`config.mk`:
```
export PLATFORM = sky130hd
export DESIGN_NAME = pfq_mirror
export DESIGN_NICKNAME = d
export VERILOG_FILES = /design/src/rtl/pfq_pkg.sv /design/src/rtl/pfq_ctrl.sv /design/src/rtl/pfq_datapath.sv /design/src/rtl/pfq_mirror.sv
export SDC_FILE = /design/constraint.sdc
export NUM_CORES = 1
export LEC_CHECK = 0
export ABC_AREA = 1
export BUFFER_PORTS_ARGS = -buffer_cell sky130_fd_sc_hd__buf_2
export CORE_ASPECT_RATIO = 1.25
export CORE_MARGIN = 4
export CORE_UTILIZATION = 50
export CTS_BUF_LIST = sky130_fd_sc_hd__clkbuf_8
export DETAILED_ROUTE_END_ITERATION = 8
export GPL_TIMING_DRIVEN = 0
export PLACE_DENSITY = 0.72
export SYNTH_ARGS = -nofsm -noshare
export SYNTH_HDL_FRONTEND = slang
export SYNTH_SLANG_ARGS = --single-unit
```
`constraint.sdc`:
```
create_clock -name clk -period 2.6 [get_ports clk]
set_input_delay 0.26 -clock clk [delete_from_list [all_inputs] [get_ports clk]]
set_output_delay 0.26 -clock clk [all_outputs]
set_load 0.1 [all_outputs]
```
`src/rtl/pfq_pkg.sv`:
```
package pfq_pkg;

  // queue-status codes as driven on qStat
  typedef enum logic [1:0] {
    QS_IDLE  = 2'b00,
    QS_FIRST = 2'b01,
    QS_EMPTY = 2'b10,
    QS_NEXT  = 2'b11
  } qop_e;

  // framer state
  typedef enum logic [1:0] {
    FR_IDLE   = 2'b00,
    FR_WAITOP = 2'b01,
    FR_INSTR  = 2'b10
  } frame_e;

  // strobes from control to datapath
  typedef struct packed {
    logic push;        // fetch byte offered
    logic pop;         // take oldest byte
    logic clear;       // empty queue, clear sticky flags
    logic bufRestart;  // length restarts at this pop
    logic bufAppend;   // popped byte joins the buffer
    logic capOpcode;   // popped byte is the opcode
    logic capSecond;   // popped byte follows the opcode
    logic setStart;    // record start timestamp
    logic emit;        // publish the buffered instruction
  } ctl_t;

  function automatic logic isPrefix(input logic [7:0] b);
    case (b)
      8'h26, 8'h2E, 8'h36, 8'h3E, 8'hF0, 8'hF2, 8'hF3: return 1'b1;
      default: return 1'b0;
    endcase
  endfunction

endpackage

```
`src/rtl/pfq_ctrl.sv`:
```
module pfq_ctrl
  import pfq_pkg::*;
(
  input  logic       clk,
  input  logic       rst_n,
  input  logic       fetchValid,
  input  logic       flushReq,
  input  logic [1:0] qStat,
  input  logic [7:0] popByte,
  output ctl_t       ctl
);

  frame_e state, nextState;
  logic   haveSecond, nextHave;

  always_comb begin
    ctl       = '0;
    nextState = state;
    nextHave  = haveSecond;
    ctl.push  = fetchValid;
    ctl.clear = flushReq || (qStat == QS_EMPTY);
    case (qStat)
      QS_FIRST: begin
        ctl.pop        = 1'b1;
        ctl.bufAppend  = 1'b1;
        ctl.emit       = (state == FR_INSTR);
        ctl.bufRestart = (state != FR_WAITOP);
        ctl.setStart   = (state != FR_WAITOP);
        if (isPrefix(popByte)) begin
          nextState = FR_WAITOP;
        end else begin
          nextState     = FR_INSTR;
          ctl.capOpcode = 1'b1;
          nextHave      = 1'b0;
        end
      end
      QS_NEXT: begin
        ctl.pop       = 1'b1;
        ctl.bufAppend = 1'b1;
        if (state == FR_INSTR && !haveSecond) begin
          ctl.capSecond = 1'b1;
          nextHave      = 1'b1;
        end
      end
      default: ;
    endcase
  end

  always_ff @(posedge clk or negedge rst_n) begin
    if (!rst_n) begin
      state      <= FR_IDLE;
      haveSecond <= 1'b0;
    end else begin
      state      <= nextState;
      haveSecond <= nextHave;
    end
  end

endmodule

```
`src/rtl/pfq_datapath.sv`:
```
module pfq_datapath
  import pfq_pkg::*;
#(
  parameter int DEPTH = 4,
  parameter int LEN_W = 4,
  parameter int TS_W  = 16
) (
  input  logic                     clk,
  input  logic                     rst_n,
  input  ctl_t                     ctl,
  input  logic [7:0]               fetchByte,
  output logic [7:0]               popByte,
  output logic [$clog2(DEPTH):0]   queueLevel,
  output logic                     overflowFlag,
  output logic                     underflowFlag,
  output logic                     instrValid,
  output logic [7:0]               instrOpcode,
  output logic [7:0]               instrSecond,
  output logic [LEN_W-1:0]         instrLen,
  output logic [TS_W-1:0]          instrStart
);

  localparam int PTR_W = $clog2(DEPTH);
  localparam int LVL_W = PTR_W + 1;
  localparam logic [LVL_W-1:0] FULL   = LVL_W'(DEPTH);
  localparam logic [LEN_W-1:0] MAXLEN = '1;

  logic [7:0]       mem [DEPTH];
  logic [PTR_W-1:0] wrPtr, rdPtr;
  logic [LVL_W-1:0] count;
  logic             isEmpty, isFull, pushOk, popEff;

  logic [7:0]       opReg, secReg;
  logic [LEN_W-1:0] lenReg;
  logic [TS_W-1:0]  startReg, cycCnt;

  assign isEmpty    = (count == '0);
  assign isFull     = (count == FULL);
  assign popEff     = ctl.pop && !isEmpty;
  assign pushOk     = ctl.push && !ctl.clear && (!isFull || ctl.pop);
  assign popByte    = isEmpty ? 8'h00 : mem[rdPtr];
  assign queueLevel = count;

  // queue storage
  always_ff @(posedge clk) begin
    if (pushOk) mem[wrPtr] <= fetchByte;
  end

  // queue pointers, level and sticky flags
  always_ff @(posedge clk or negedge rst_n) begin
    if (!rst_n) begin
      wrPtr         <= '0;
      rdPtr         <= '0;
      count         <= '0;
      overflowFlag  <= 1'b0;
      underflowFlag <= 1'b0;
    end else if (ctl.clear) begin
      wrPtr         <= '0;
      rdPtr         <= '0;
      count         <= '0;
      overflowFlag  <= 1'b0;
      underflowFlag <= 1'b0;
    end else begin
      if (pushOk) wrPtr <= wrPtr + 1'b1;
      if (popEff) rdPtr <= rdPtr + 1'b1;
      count <= count + LVL_W'(pushOk) - LVL_W'(popEff);
      if (ctl.push && isFull && !ctl.pop) overflowFlag <= 1'b1;
      if (ctl.pop && isEmpty) underflowFlag <= 1'b1;
    end
  end

  // instruction buffer and timestamp
  always_ff @(posedge clk or negedge rst_n) begin
    if (!rst_n) begin
      cycCnt   <= '0;
      lenReg   <= '0;
      opReg    <= '0;
      secReg   <= '0;
      startReg <= '0;
    end else begin
      cycCnt <= cycCnt + 1'b1;
      if (ctl.bufAppend) begin
        if (ctl.bufRestart)         lenReg <= LEN_W'(1);
        else if (lenReg != MAXLEN)  lenReg <= lenReg + 1'b1;
      end
      if (ctl.capOpcode) begin
        opReg  <= popByte;
        secReg <= 8'h00;
      end
      if (ctl.capSecond) secReg   <= popByte;
      if (ctl.setStart)  startReg <= cycCnt;
    end
  end

  // report register
  always_ff @(posedge clk or negedge rst_n) begin
    if (!rst_n) begin
      instrValid  <= 1'b0;
      instrOpcode <= '0;
      instrSecond <= '0;
      instrLen    <= '0;
      instrStart  <= '0;
    end else begin
      instrValid <= ctl.emit;
      if (ctl.emit) begin
        instrOpcode <= opReg;
        instrSecond <= secReg;
        instrLen    <= lenReg;
        instrStart  <= startReg;
      end
    end
  end

endmodule

```
`src/rtl/pfq_mirror.sv`:
```
module pfq_mirror
  import pfq_pkg::*;
#(
  parameter int DEPTH = 4,
  parameter int LEN_W = 4,
  parameter int TS_W  = 16
) (
  input  logic                   clk,
  input  logic                   rst_n,
  input  logic                   fetchValid,
  input  logic [7:0]             fetchByte,
  input  logic                   flushReq,
  input  logic [1:0]             qStat,
  output logic                   instrValid,
  output logic [7:0]             instrOpcode,
  output logic [7:0]             instrSecond,
  output logic [LEN_W-1:0]       instrLen,
  output logic [TS_W-1:0]        instrStart,
  output logic [$clog2(DEPTH):0] queueLevel,
  output logic                   overflowFlag,
  output logic                   underflowFlag
);

  ctl_t       ctl;
  logic [7:0] popByte;

  pfq_ctrl ctrl_i (
    .clk        (clk),
    .rst_n      (rst_n),
    .fetchValid (fetchValid),
    .flushReq   (flushReq),
    .qStat      (qStat),
    .popByte    (popByte),
    .ctl        (ctl)
  );

  pfq_datapath #(.DEPTH(DEPTH), .LEN_W(LEN_W), .TS_W(TS_W)) dp_i (
    .clk           (clk),
    .rst_n         (rst_n),
    .ctl           (ctl),
    .fetchByte     (fetchByte),
    .popByte       (popByte),
    .queueLevel    (queueLevel),
    .overflowFlag  (overflowFlag),
    .underflowFlag (underflowFlag),
    .instrValid    (instrValid),
    .instrOpcode   (instrOpcode),
    .instrSecond   (instrSecond),
    .instrLen      (instrLen),
    .instrStart    (instrStart)
  );

endmodule

```
---- After elaboration in Yosys (flattened, before gate mapping) ----
Memory sizes are Yosys's and may differ from the RTL's.
Index checks and enable logic that the tools add are counted.
W data, S select, Z words.
storage, ports and cells
  register bits after elaboration ......... 101
  memory bits (writable) .................. 32
  bits of input ports ..................... 14
  output and inout bits ................... 42
  logic and storage cells ................. 95
  memories kept ........................... 1
operators by class
  $add $sub $neg .......................... 6
  eq/ne operators ......................... 16
  mux-type cells .......................... 29
  reductions and logical operators ........ 26
memory list
  memory    words  width  rd ports  clocked after memory_dff  wr ports  line                RTL
  dp_i.mem  4      8      1         0                         1         pfq_datapath.sv:28  logic [7:0] mem [DEPTH];
operators with widths
  kind                     count
  $eq A8 B6 Y1 const B     4
  $eq A8 B8 Y1 const B     3
  $mux W8                  3
  $add A16 B1 Y16 const B  1
  $mux W1                  16
  $reduce_bool A2 Y1       7
  $mux W2                  6
  $mux W4                  2
  $logic_and A1 B1 Y1      7
  $reduce_or A7 Y1         1
  $eq A2 B2 Y1 const B     3
  $logic_not A1 Y1         5
  $add A2 B1 Y2 const B    2
  $add A4 B1 Y4 const B    1
  $ne A2 B1 Y1 const B     2
  $ne A4 B4 Y1 const B     1
  $add A3 B1 Y3            1
  $eq A3 B3 Y1 const B     1
  $logic_not A3 Y1         1
  $mux W3                  1
  $reduce_and A3 Y1        1
  $sub A3 B1 Y3            1
  $eq A2 B1 Y1 const B     1
  $logic_or A1 B1 Y1       2
  4 further kinds          4

---- Longest topological paths before layout ----
Gate-level depths: netlist of the first run.
  depth in word-level cells ............... 10
  gate-level depth with buffers ........... 12
  depth with buffers taken out ............ 11

---- By module ----
Synthesis of the first run repeated with hierarchy kept, for this count alone.
unflattened totals
  cell total of the unflattened synthesis .. 574
  area, all modules ....................... 5,713.0 um^2
by module, submodules not included
  module        times used  cells each  area an instance (um^2)  sequential area each (um^2)
  pfq_datapath  1           534         5,445.2                  3,413.3
  pfq_ctrl      1           40          267.8                    75.1

---- Least setup slack after synthesis of the first run ----
OpenSTA, ideal clock, no wires.
  path type ............................... reg2reg
  from .................................... reg dp_i.count[1] (netlist: dp_i.queueLevel[1])
  to ...................................... reg dp_i.count[2] (netlist: dp_i.queueLevel[2])
  library setup time ...................... 0.086 ns
  arrival time ............................ 2.610 ns
  required time ........................... 2.514 ns
  setup slack ............................. -0.096 ns
  cell stages (with the launch flop) ...... 12
  buffers on the path ..................... 0
  cells stage by stage .................... dfrtp_1 > inv_1 > nand2_2 > nor2_4 > nor2_1 > ha_1 > inv_1 > ha_1 > inv_1 > fa_1 > and3_1 > nor3_1
on the way
  word-level cells in the longest chain between the ends .. 7
  elaborated cells between the ends (all ways) .. 10
RTL lines
  what                    line                RTL
  from (decl)             pfq_datapath.sv:30  logic [LVL_W-1:0] count;
  from (signal assigned)  pfq_datapath.sv:66  count <= count + LVL_W'(pushOk) - LVL_W'(popEff);
  $eq A3 B3 Y1            pfq_datapath.sv:38  assign isFull = (count == FULL);
  $logic_not A1 Y1        pfq_datapath.sv:40  assign pushOk = ctl.push && !ctl.clear && (!isFull || ctl.pop);
  $logic_or A1 B1 Y1      pfq_datapath.sv:40
  $logic_and A1 B1 Y1     pfq_datapath.sv:40
  $add A3 B1 Y3           pfq_datapath.sv:66
  $sub A3 B1 Y3 (*)       pfq_datapath.sv:66
  $mux W3 (*)             pfq_datapath.sv:57  end else if (ctl.clear) begin
Mark *: on every way between the ends. The rest lies on a longest branch, timed or not.
A chain may end at the register's enable or synchronous reset.

---- Worst setup path after layout of the first run ----
Same ends and word-level chain as after synthesis.

==> results of run 1 <==
==> synthesized netlist by cell type <==
cell type  instances
a21oi_1            5
and3_1             1
buf_12             2
buf_2              5
buf_4              2
buf_6              3
clkbuf_1           5
clkinv_1           1
dfrtp_1          101
edfxtp_1          32
fa_1               1
ha_1               8
inv_1             55
inv_2              2
nand2_1          202
nand2_2            5
nand3_1           33
nand3_2            6
nand3_4            1
nand4_1            5
nand4_2            1
nor2_1            29
nor2_2             1
nor2_4             1
nor3_1             6
nor4_1             2
o21a_1             3
o21ai_0           24
o21ai_1            1
o21ai_2            7
xor2_1            14
==> power by group <==
| part | internal (W) | switching [W] |
|---|---|---|
| Combinational | 0.000438 | 0.00169 |
| Clock | 0.000739 | 0.000769 |
| Sequential | 0.00243 | 0.000175 |
| Total | 0.00360 | 0.00264 |
==> through the flow <==
stage	hold WS, ps	total power [W]
floorplan	-35.6	0.00436
CTS	15.6	0.00629
detailed placement	263	0.00478
global route	20.5	0.00658
global placement	454	0.00473
finish	37.8	0.00624
==> cell type report <==
type / count / share of cell area [%]
Clock inverter: 15 / 1.82
Sequential cell: 133 / 54.5
Multi-Input combinational cell: 356 / 27.0
Inverter: 58 / 3.40
Clock buffer: 17 / 3.66
Tap cell: 132 / 2.58
Timing Repair Buffer: 57 / 4.93
Buffer: 17 / 2.07
==> layer usage <==
layer	up-vias	GRT usage (%)
met5	-	0
met4	0	7.34
met3	22	4.37
met2	82	30.5
met1	1806	19.2
li1	1935	-
==> final timing paths <==
path	to	slack, ps
setup / recovery	dp_i.queueLevel[2]	440
hold / removal	dp_i.mem[1][7]	40
setup reg to reg	dp_i.queueLevel[2]	440
hold reg to reg	dp_i.instrStart[9]	470
max in group asynchronous	dp_i.instrOpcode[6]	1600
min in group asynchronous	dp_i.instrStart[1]	340
==> logic make-up after synthesis <==
kind of cell             Yosys count  synth area share, %
AND/OR/NAND/NOR                  293                 22.5
flip-flops                       133                 62.7
buffers and inverters             75                 6.29
AO/OA/AOI/OAI                     40                 4.20
XOR/XNOR                          14                 2.20
adder cells (fa/ha/maj)            9                 2.16
==> registers in the layout, indices dropped and copies added, names as in the netlist <==
| name | count |
|---|---|
| ctrl_i.haveSecond | 1 |
| dp_i.instrLen | 4 |
| dp_i.cycCnt | 16 |
| dp_i.secReg | 8 |
| dp_i.queueLevel | 3 |
| dp_i.wrPtr | 2 |
| ctrl_i.state | 2 |
| dp_i.underflowFlag | 1 |
| dp_i.overflowFlag | 1 |
| dp_i.instrOpcode | 8 |
| dp_i.instrSecond | 8 |
| dp_i.startReg | 16 |
| dp_i.rdPtr | 2 |
| dp_i.mem | 32 |
| dp_i.opReg | 8 |
| dp_i.instrStart | 16 |
| dp_i.instrValid | 1 |
| dp_i.lenReg | 4 |
==> worst register-to-register path: stages, from the launching register on <==
cell,delay (ps)
dfrtp_2,440
inv_1,100
nand2_2,90
nor2_4,170
nor2_1,110
ha_1,280
inv_1,60
ha_1,140
inv_1,50
fa_1,370
and3_1,180
nor3_1,120
==> repair_timing <==
action                                  in CTS  in global routing
endpoints found under the setup margin       0                  0
endpoints found under the hold margin       37                  0
resized for setup                            0                  0
hold buffers                                 1                  0
==> flow_metrics.env, run 1 <==
export IMPL_layout_cells_most_common_list="202 x nand2_1, 99 x dfrtp_1, 59 x buf_2"
export IMPL_ff_latch_area_um2=3490
export IMPL_timing_critical_path_buf_inv=3
export IMPL_synth_yosys_warnings=0
export IMPL_vias_after_detailed_routing=3845
export IMPL_pre_cts_slack_ps=207
export IMPL_timing_critical_path_mode_cell="inv_1"
export IMPL_antenna_found_initial=0
export IMPL_netlist_top_cells_area="dfrtp_1 45%, edfxtp_1 17%, nand2_1 14%"
export IMPL_drt_wl_total_um=10100
export IMPL_worst_setup_path_type="flip-flop to flip-flop"
export IMPL_min_delay_start="fetchByte[7]"
export IMPL_die_h_um=126
export IMPL_final_hold_violation_count=0
export IMPL_cts_num_sinks=133
export IMPL_timing_final_max_slew_violations=0
export IMPL_synthesis_instances=564
export IMPL_io_pins=56
export IMPL_worstSetupStartpoint="dp_i.queueLevel[1]"
export IMPL_gr_usage_all_layers_pct=17.2
export IMPL_hold_path_depth=1
export IMPL_cts_root_buffer="clkbuf_8"
export IMPL_post_synth_top_area_cell="dfrtp_1"
export IMPL_grt_overflow_total=0
export IMPL_worstPathArrival_ps=2500
export IMPL_cap_violations=0
export IMPL_clock_latency_ps=430
export IMPL_layout_cells_non_filler=785
export IMPL_grt_pass1_wl_um=17400
export IMPL_ys_ff_latch=133
export IMPL_diodes=0
export IMPL_max_vdd_ir_drop_mv=0.435
export IMPL_tns_ps=0
export IMPL_share_of_cells_above_drive_strength_1_pct=18.7
export IMPL_cts_htree_levels=4
export IMPL_finalWorstSetupSlack_ps=436
export IMPL_multi_input_gate_area_um2=1730
export IMPL_timing_slew_headroom_pct=46.6
export IMPL_run_status="finished, final reports clean"
export IMPL_transition_time_at_the_pin_with_the_least_slew_margin_ps=798
export IMPL_post_route_skew_ps=6.90
export IMPL_fp_coreArea_um2=10700
export IMPL_hp_class="input pin to flip-flop"
export IMPL_max_clock_path_buffers=2
export IMPL_placedInstanceArea_um2=6040
export IMPL_setup_violations_final=0
export IMPL_timing_critical_path_from_type="flip-flop"
export IMPL_utilization_pct=59.7
export IMPL_total_nets_final=663
export IMPL_start_util_pct=51.9
export IMPL_synthesis_area_um2=5570
export IMPL_worst_path_max_delay_cell="dfrtp_2"
export IMPL_drt_antenna_violating_nets=0
export IMPL_netlist_cell_type_count=31
export IMPL_grt_max_degree=65
export IMPL_grt_pass1_vias=3904
export IMPL_drt_iter0_markers=130
export IMPL_met2RoutedLength_um=5440
export IMPL_post_route_min_period_ps=2160
export IMPL_fp_row_count=42
export IMPL_routed_wire_length_per_instance_um=12.9
export IMPL_route_detailed_drc=0
export IMPL_synth_area_per_cell_um2=9.87
export IMPL_syn_nets=587
export IMPL_final_estimated_routing_congestion_in_global_placement=0.798
export IMPL_layout_filler_cells=931
export IMPL_dp_cells=752
export IMPL_kind_of_cell_adding_the_most_delay_to_the_critical_path="adder cells"
export IMPL_worstPathRequired_ps=2940
export IMPL_worst_path_stages=11
export IMPL_chipWidth_um=102
export IMPL_layout_cells_most_common="nand2_1"
export IMPL_critical_path_peak_fanout=5
export IMPL_cts_setup_buffers=0
export IMPL_post_route_cell_area_um2=6400
export IMPL_area_delta_synth_final_pct=15.0
export IMPL_sequential_fraction_of_the_synthesis_area_pct=62.7
export IMPL_wl_met1_um=3990
export IMPL_crit_chain="inv_1 > nand2_2 > nor2_4 > nor2_1 > ha_1 > inv_1 > ha_1 > inv_1 > fa_1 > and3_1 > nor3_1"
export IMPL_max_stage_delay_ps=440
export IMPL_power_leakage_nw=3.25
export IMPL_detail_route_vias_per_cell=4.90
export IMPL_synth_top_cell_area_share_pct=45.4
export IMPL_grt_setup_unrepaired="no"
export IMPL_cp_end_kind="flip-flop"
export IMPL_cts_inserted_buffers=17
export IMPL_tritoncts="built"
export IMPL_clk_pin_slew_worst_paths_ps=70
export IMPL_met3_length_um=446
export IMPL_rr_worst_depth=11
export IMPL_highest_signal_layer="met4"
export IMPL_maxClockFrequency_mhz=462
export IMPL_r2r_start="dp_i.queueLevel[1]"
export IMPL_place_port_buffers=55
export IMPL_period_share_pct=83.2
export IMPL_die_area_um2=12900
export IMPL_drt_first_pass_iters=5
export IMPL_power_density_nw_per_um2=975
export IMPL_detailedPlacementHpwl_um=7380
Power figures use the tool's default switching activity.
==> run 2: changes to the inputs <==
--- a/config.mk
+++ b/config.mk
@@ -5,7 +5,7 @@
 export SDC_FILE = /design/constraint.sdc
 export NUM_CORES = 1
 export LEC_CHECK = 0
-export ABC_AREA = 1
+export ABC_AREA = 0
 export BUFFER_PORTS_ARGS = -buffer_cell sky130_fd_sc_hd__buf_2
 export CORE_ASPECT_RATIO = 1.25
 export CORE_MARGIN = 4
@@ -13,7 +13,7 @@
 export CTS_BUF_LIST = sky130_fd_sc_hd__clkbuf_8
 export DETAILED_ROUTE_END_ITERATION = 8
 export GPL_TIMING_DRIVEN = 0
-export PLACE_DENSITY = 0.72
+export PLACE_DENSITY = 0.73
 export SYNTH_ARGS = -nofsm -noshare
 export SYNTH_HDL_FRONTEND = slang
 export SYNTH_SLANG_ARGS = --single-unit
==> constraint.sdc (replaced) <==
create_clock -name clk -period 2.2 [get_ports clk]
set_input_delay 0.22 -clock clk [delete_from_list [all_inputs] [get_ports clk]]
set_output_delay 0.22 -clock clk [all_outputs]
set_load 0.1 [all_outputs]
==> run 2 against run 1 <==
Against the previous run: sequential power up 22%; synthesized area down 4.6%; global-route usage up 0.081 points; clock skew rose by 3.3 ps; critical endpoint is now ctrl_i.state[1]; highest routed layer unchanged.
==> flow_metrics.env, run 2 <==
export IMPL_drt_first_pass_iters=4
export IMPL_setup_violations_final=0
export IMPL_final_hold_violation_count=0
export IMPL_chipWidth_um=100
export IMPL_diodes=0
export IMPL_die_area_um2=12300
export IMPL_timing_final_max_slew_violations=0
export IMPL_worst_path_max_delay_cell="mux4_2"
export IMPL_cap_violations=0
export IMPL_synth_yosys_warnings=0
export IMPL_worstPathArrival_ps=2490
export IMPL_drt_wl_total_um=9870
export IMPL_power_density_nw_per_um2=1280
export IMPL_synth_area_per_cell_um2=13.5
export IMPL_synthesis_instances=393
export IMPL_maxClockFrequency_mhz=458
export IMPL_layout_cells_non_filler=632
export IMPL_timing_slew_headroom_pct=50.5
export IMPL_transition_time_at_the_pin_with_the_least_slew_margin_ps=739
export IMPL_antenna_found_initial=0
export IMPL_max_vdd_ir_drop_mv=1.28
export IMPL_detailedPlacementHpwl_um=6400
export IMPL_detail_route_vias_per_cell=5.15
export IMPL_largest_register_ff_count=32
export IMPL_fp_row_count=41
export IMPL_timing_critical_path_mode_cell="buf_8"
export IMPL_start_util_pct=51.7
export IMPL_cts_inserted_buffers=17
export IMPL_cp_end_kind="flip-flop"
export IMPL_critical_path_peak_fanout=7
export IMPL_syn_nets=416
export IMPL_layout_cells_most_common="dfrtp_1"
export IMPL_layout_cells_most_common_list="98 x dfrtp_1, 71 x nand2_1, 58 x buf_2"
export IMPL_clock_latency_ps=430
export IMPL_cts_htree_levels=4
export IMPL_area_delta_synth_final_pct=24.9
export IMPL_cts_num_sinks=133
export IMPL_dp_cells=578
export IMPL_route_detailed_drc=0
export IMPL_fp_coreArea_um2=10300
export IMPL_run_status="finished, final reports clean"
export IMPL_max_clock_path_buffers=2
export IMPL_power_leakage_nw=3.16
export IMPL_period_share_pct=99.2
export IMPL_tns_ps=0
export IMPL_grt_max_degree=52
export IMPL_share_of_cells_above_drive_strength_1_pct=27.8
export IMPL_place_port_buffers=55
export IMPL_ys_ff_latch=133
export IMPL_timing_critical_path_buf_inv=3
export IMPL_final_estimated_routing_congestion_in_global_placement=0.763
export IMPL_vias_after_detailed_routing=3255
export IMPL_sequential_fraction_of_the_synthesis_area_pct=65.7
export IMPL_regMostFlops="dp_i.mem"
export IMPL_synth_edf_count=32
export IMPL_io_pins=56
export IMPL_post_route_skew_ps=10.2
export IMPL_total_nets_final=513
export IMPL_max_stage_delay_ps=530
export IMPL_power_w=0.00852
export IMPL_crit_chain="buf_8 > mux4_2 > nand3b_1 > nor4_4 > nor3_2 > buf_6 > buf_8 > a21o_1"
export IMPL_synth_top_cells_by_count="101 x dfrtp_1, 71 x nand2_1, 36 x mux2_1"
export IMPL_postSynth_asyncResetShare_pct=75.9
export IMPL_clk_pin_slew_worst_paths_ps=70
export IMPL_worst_setup_path_type="flip-flop to flip-flop"
export IMPL_netlist_top_cells_area="dfrtp_1 48%, edfxtp_1 18%, mux2_1 7.6%"
export IMPL_netlist_cell_type_count=40
export IMPL_tritoncts="built"
export IMPL_worstPathRequired_ps=2510
export IMPL_leading_cell_type_by_number_of_instances_after_synthesis="dfrtp_1"
export IMPL_synthesis_area_um2=5310
export IMPL_die_h_um=123
export IMPL_reg2reg_slack_ps=20
export IMPL_routed_wire_length_per_instance_um=15.6
export IMPL_synth_top_cell_area_share_pct=47.6
export IMPL_dominantRegCellSynth="dfrtp_1"
export IMPL_cts_root_buffer="clkbuf_8"
export IMPL_hp_class="input pin to flip-flop"
export IMPL_timing_critical_path_from_type="flip-flop"
export IMPL_grt_pass1_wl_um=16200
export IMPL_grt_pass1_vias=3352
export IMPL_drt_antenna_violating_nets=0
export IMPL_grt_overflow_total=0
export IMPL_post_synth_top_area_cell="dfrtp_1"
export IMPL_grt_setup_unrepaired="yes"
export IMPL_gr_usage_all_layers_pct=17.3
export IMPL_kind_of_cell_adding_the_most_delay_to_the_critical_path="simple AND/OR/NAND/NOR gates"
export IMPL_post_route_min_period_ps=2180
export IMPL_drt_iter0_markers=187
==> run 2: cell count changes in the layout (fill, tap and decap cells not counted), moves of 8 or more <==
cell / change
mux4_2: +8
xnor2_1: +11
inv_1: -38
o21ai_0: -24
mux2i_1: +10
mux2_1: +36
nand3_1: -29
nand2_1: -131
nor2_1: -9
==> run 2: power breakdown <==
group / switching (W) / internal, W / leakage [nW] / total (W)
clock network: 0.000899 / 0.00144 / 0.231 / 0.00234
logic: 0.00224 / 0.000781 / 1.30 / 0.00302
registers: 0.000247 / 0.00292 / 1.63 / 0.00317
total: 0.00338 / 0.00514 / 3.16 / 0.00852
==> run 2: worst paths after layout <==
kind                       depth (start not counted)               from            endpoint
min                                                1       fetchByte[1]      dp_i.mem[2][1]
min reg2reg                                        2  dp_i.startReg[11]   dp_i.startReg[11]
max in group asynchronous                          3              rst_n  dp_i.queueLevel[1]
min in group asynchronous                          2              rst_n      dp_i.secReg[2]
max                                                8      dp_i.rdPtr[0]     ctrl_i.state[1]
max reg2reg                                        8      dp_i.rdPtr[0]     ctrl_i.state[1]
==> run 2: area by class of cell <==
| class | instances | area [um^2] |
|---|---|---|
| inverters | 21 | 81.3 |
| repair buffers | 79 | 558 |
| well taps | 129 | 161 |
| multi-input cells | 224 | 1770 |
| clock buffers | 20 | 275 |
| flip-flops and latches | 133 | 3500 |
| plain buffers | 14 | 87.6 |
| clock inverters | 12 | 200 |
| fillers | 785 | 3630 |
==> run 2: routing by layer <==
metal | routed length, um | GRT usage, %
met1 | 4090 | 21.5
met2 | 5130 | 28.4
met3 | 498 | 4.97
met4 | 144 | 7.08
met5 | 0 | 0
==> run 2: cell families (layout without fill, tap and decap cells) <==
| family | count (synthesis) | after routing | share of synthesized area [%] |
|---|---|---|---|
| flops | 133 | 133 | 65.7 |
| buf+inv | 36 | 146 | 3.13 |
| simple gates | 118 | 118 | 9.78 |
| xor+xnor | 22 | 22 | 3.63 |
| mux | 54 | 54 | 12.9 |
| fa+ha+maj | 9 | 9 | 2.26 |
| compound gates | 21 | 21 | 2.57 |
==> run 2: what timing repair did <==
| action | 4_1_cts | 5_1_grt |
|---|---|---|
| resized for setup | 1 | 20 |
| hold buffers | 7 | 0 |
| setup endpoints to repair | 2 | 15 |
| buffers inserted | 5 | 9 |
| pin swaps | 0 | 11 |
| endpoints found under the hold margin | 74 | 0 |
| cloned | 0 | 2 |
==> run 2: per-stage QoR <==
stage	setup WS, ps	cell area [um^2]	utilization, %	hold slack [ps]
floorplan	-36.2	5340	-	-75.6
finish	18.5	6630	64.6	35.3
CTS	18.1	6410	62.5	3.90
global route	-71.2	6630	64.6	10.5
global placement	-439	5780	56.3	431
detailed placement	-46.6	5810	56.6	295
==> run 3: changes to the inputs <==
--- a/config.mk
+++ b/config.mk
@@ -14,6 +14,7 @@
 export DETAILED_ROUTE_END_ITERATION = 8
 export GPL_TIMING_DRIVEN = 0
 export PLACE_DENSITY = 0.73
+export RECOVER_POWER = 50
 export SYNTH_ARGS = -nofsm -noshare
 export SYNTH_HDL_FRONTEND = slang
 export SYNTH_SLANG_ARGS = --single-unit
==> run 3 against run 2 <==
Against the previous run: cell area is 0.19% lower; highest routed layer unchanged; worst setup slack hardly changed; clock power hardly changed; sequential power hardly changed; combinational power hardly changed; flip-flop and latch count stayed put; sequential share of layout area is 0.10 points higher.
==> flow_metrics.env, run 3 (synthesis gave the netlist of run 2 again) <==
export IMPL_timing_critical_path_mode_cell="buf_8"
export IMPL_regMostFlops="dp_i.mem"
export IMPL_run_status="finished, final reports clean"
export IMPL_transition_time_at_the_pin_with_the_least_slew_margin_ps=1290
export IMPL_hold_path_depth=1
export IMPL_total_nets_final=513
export IMPL_max_clock_path_buffers=2
export IMPL_cts_num_sinks=133
export IMPL_post_route_skew_ps=10.2
export IMPL_timing_slew_headroom_pct=14.3
export IMPL_rr_worst_depth=8
export IMPL_worstPathArrival_ps=2490
export IMPL_switching_share_pct=39.7
export IMPL_drt_first_pass_iters=4
export IMPL_gr_usage_all_layers_pct=17.3
export IMPL_vias_after_detailed_routing=3247
export IMPL_crit_chain="buf_8 > mux4_2 > nand3b_1 > nor4_4 > nor3_2 > buf_6 > buf_8 > a21o_1"
export IMPL_seq_power_share_pct=37.2
export IMPL_layout_cells_most_common_list="98 x dfrtp_1, 71 x nand2_1, 50 x buf_2"
export IMPL_power_leakage_nw=3.14
export IMPL_p_clk_share_pct=27.4
export IMPL_die_area_um2=12300
export IMPL_io_pins=56
export IMPL_fp_coreArea_um2=10300
export IMPL_grt_overflow_total=0
export IMPL_power_switching_w=0.00338
export IMPL_layout_cells_most_common="dfrtp_1"
export IMPL_period_share_pct=99.2
export IMPL_grt_setup_unrepaired="yes"
export IMPL_drt_antenna_violating_nets=0
export IMPL_clock_latency_ps=420
export IMPL_final_estimated_routing_congestion_in_global_placement=0.763
export IMPL_hp_class="input pin to flip-flop"
export IMPL_worst_setup_path_type="flip-flop to flip-flop"
export IMPL_grt_pass1_vias=3352
export IMPL_tns_ps=0
export IMPL_worstPathRequired_ps=2510
export IMPL_diodes=0
export IMPL_reg2reg_slack_ps=20
export IMPL_detail_route_vias_per_cell=5.14
export IMPL_layout_filler_cells=791
export IMPL_ff_latch_area_um2=3500
export IMPL_tritoncts="built"
export IMPL_antenna_found_initial=0
export IMPL_drt_wl_total_um=9860
export IMPL_share_of_cells_above_drive_strength_1_pct=26.2
export IMPL_critical_path_peak_fanout=7
export IMPL_grt_pass1_wl_um=16200
export IMPL_largest_register_ff_count=32
export IMPL_cp_end_kind="flip-flop"
export IMPL_start_util_pct=51.7
export IMPL_critical_path_reg2reg_endpoint="ctrl_i.state[1]"
export IMPL_max_stage_delay_ps=530
export IMPL_area_delta_synth_final_pct=24.7
export IMPL_chipWidth_um=100
export IMPL_p_comb_share_pct=35.4
export IMPL_drt_iter0_markers=187
export IMPL_timing_critical_path_buf_inv=3
export IMPL_route_detailed_drc=0
export IMPL_power_density_nw_per_um2=1290
export IMPL_cts_inserted_buffers=17
export IMPL_die_h_um=123
export IMPL_timing_critical_path_from_type="flip-flop"
export IMPL_final_hold_violation_count=0
export IMPL_cts_root_buffer="clkbuf_8"
export IMPL_clk_pin_slew_worst_paths_ps=70
export IMPL_worst_path_max_delay_cell="mux4_2"
export IMPL_cts_htree_levels=4
export IMPL_place_port_buffers=55
export IMPL_utilization_pct=64.5
export IMPL_post_route_min_period_ps=2180
export IMPL_max_vdd_ir_drop_mv=1.28
export IMPL_kind_of_cell_adding_the_most_delay_to_the_critical_path="simple AND/OR/NAND/NOR gates"
export IMPL_setup_violations_final=0
export IMPL_cap_violations=0
export IMPL_min_delay_start="fetchByte[1]"
export IMPL_r2r_start="dp_i.rdPtr[0]"
export IMPL_intPower_w=0.00514
export IMPL_hold_path_endpoint="dp_i.mem[2][1]"
export IMPL_routed_wire_length_per_instance_um=15.6
export IMPL_grt_max_degree=52
export IMPL_fp_row_count=41
export IMPL_multi_input_gate_area_um2=1770
export IMPL_maxClockFrequency_mhz=458
export IMPL_detailedPlacementHpwl_um=6400
export IMPL_timing_final_max_slew_violations=0
==> run 3: cell count changes in the layout (fill, tap and decap cells not counted) <==
| cell | change |
|---|---|
| buf_2 | -8 |
| buf_4 | -1 |
| clkbuf_1 | +8 |
| clkbuf_2 | +1 |
==> run 3: area by class of cell <==
cell class	count	area share, %
Multi-Input combinational cell	224	26.7
Tap cell	129	2.44
Inverter	21	1.23
Clock inverter	12	3.02
Sequential cell	133	52.9
Clock buffer	20	4.16
Timing Repair Buffer	79	8.24
Buffer	14	1.32
==> run 3: worst max-delay path by stage <==
| stage | from | end | slack [ps] | cells after the start |
|---|---|---|---|---|
| floorplan | dp_i.queueLevel[1] | dp_i.queueLevel[2] | -40 | 10 |
| global placement | rst_n | dp_i.queueLevel[1] | -440 | 1 |
| detailed placement | qStat[0] | dp_i.queueLevel[2] | -50 | 11 |
| CTS | dp_i.queueLevel[1] | dp_i.queueLevel[2] | 20 | 10 |
| global route | dp_i.rdPtr[0] | dp_i.opReg[6] | -70 | 9 |
| finish | dp_i.rdPtr[0] | ctrl_i.state[1] | 20 | 8 |
==> run 3: power groups by stage <==
stage | Sequential, W | Clock (W) | Combinational [W]
after floorplan | 0.00465 | 0 | 0.000759
after global placement | 0.00320 | 0 | 0.00267
after detailed placement | 0.00322 | 0 | 0.00272
after CTS | 0.00317 | 0.00239 | 0.00280
after global routing | 0.00321 | 0.00252 | 0.00320
final | 0.00317 | 0.00234 | 0.00301
==> run 3: per-layer routing <==
metal	vias to the layer above	GRT usage (%)	share of wire [%]
met2	65	28.4	52
li1	1537	-	-
met4	0	7.08	1.5
met3	11	4.97	5.1
met1	1634	21.5	41
met5	-	0	0
==> run 3: what timing repair did <==
item,CTS,global route
hold endpoints to repair,74,0
setup buffers,5,9
endpoints found under the setup margin,2,15
hold buffers,7,0
gates cloned,0,2
resized for setup,1,20
pin swaps,0,11
==> run 3: metrics by stage <==
step,cell area (um^2),worst slack (ps),hold WS [ps],total power (W),std cells
2_1_floorplan,5340,-36.2,-75.6,0.00541,393
3_3_place_gp,5780,-439,431,0.00587,577
3_5_place_dp,5810,-46.6,295,0.00594,578
4_1_cts,6410,18.1,3.90,0.00836,622
5_1_grt,6620,-71.2,87.3,0.00893,632
6_report,6620,18.4,109,0.00852,632
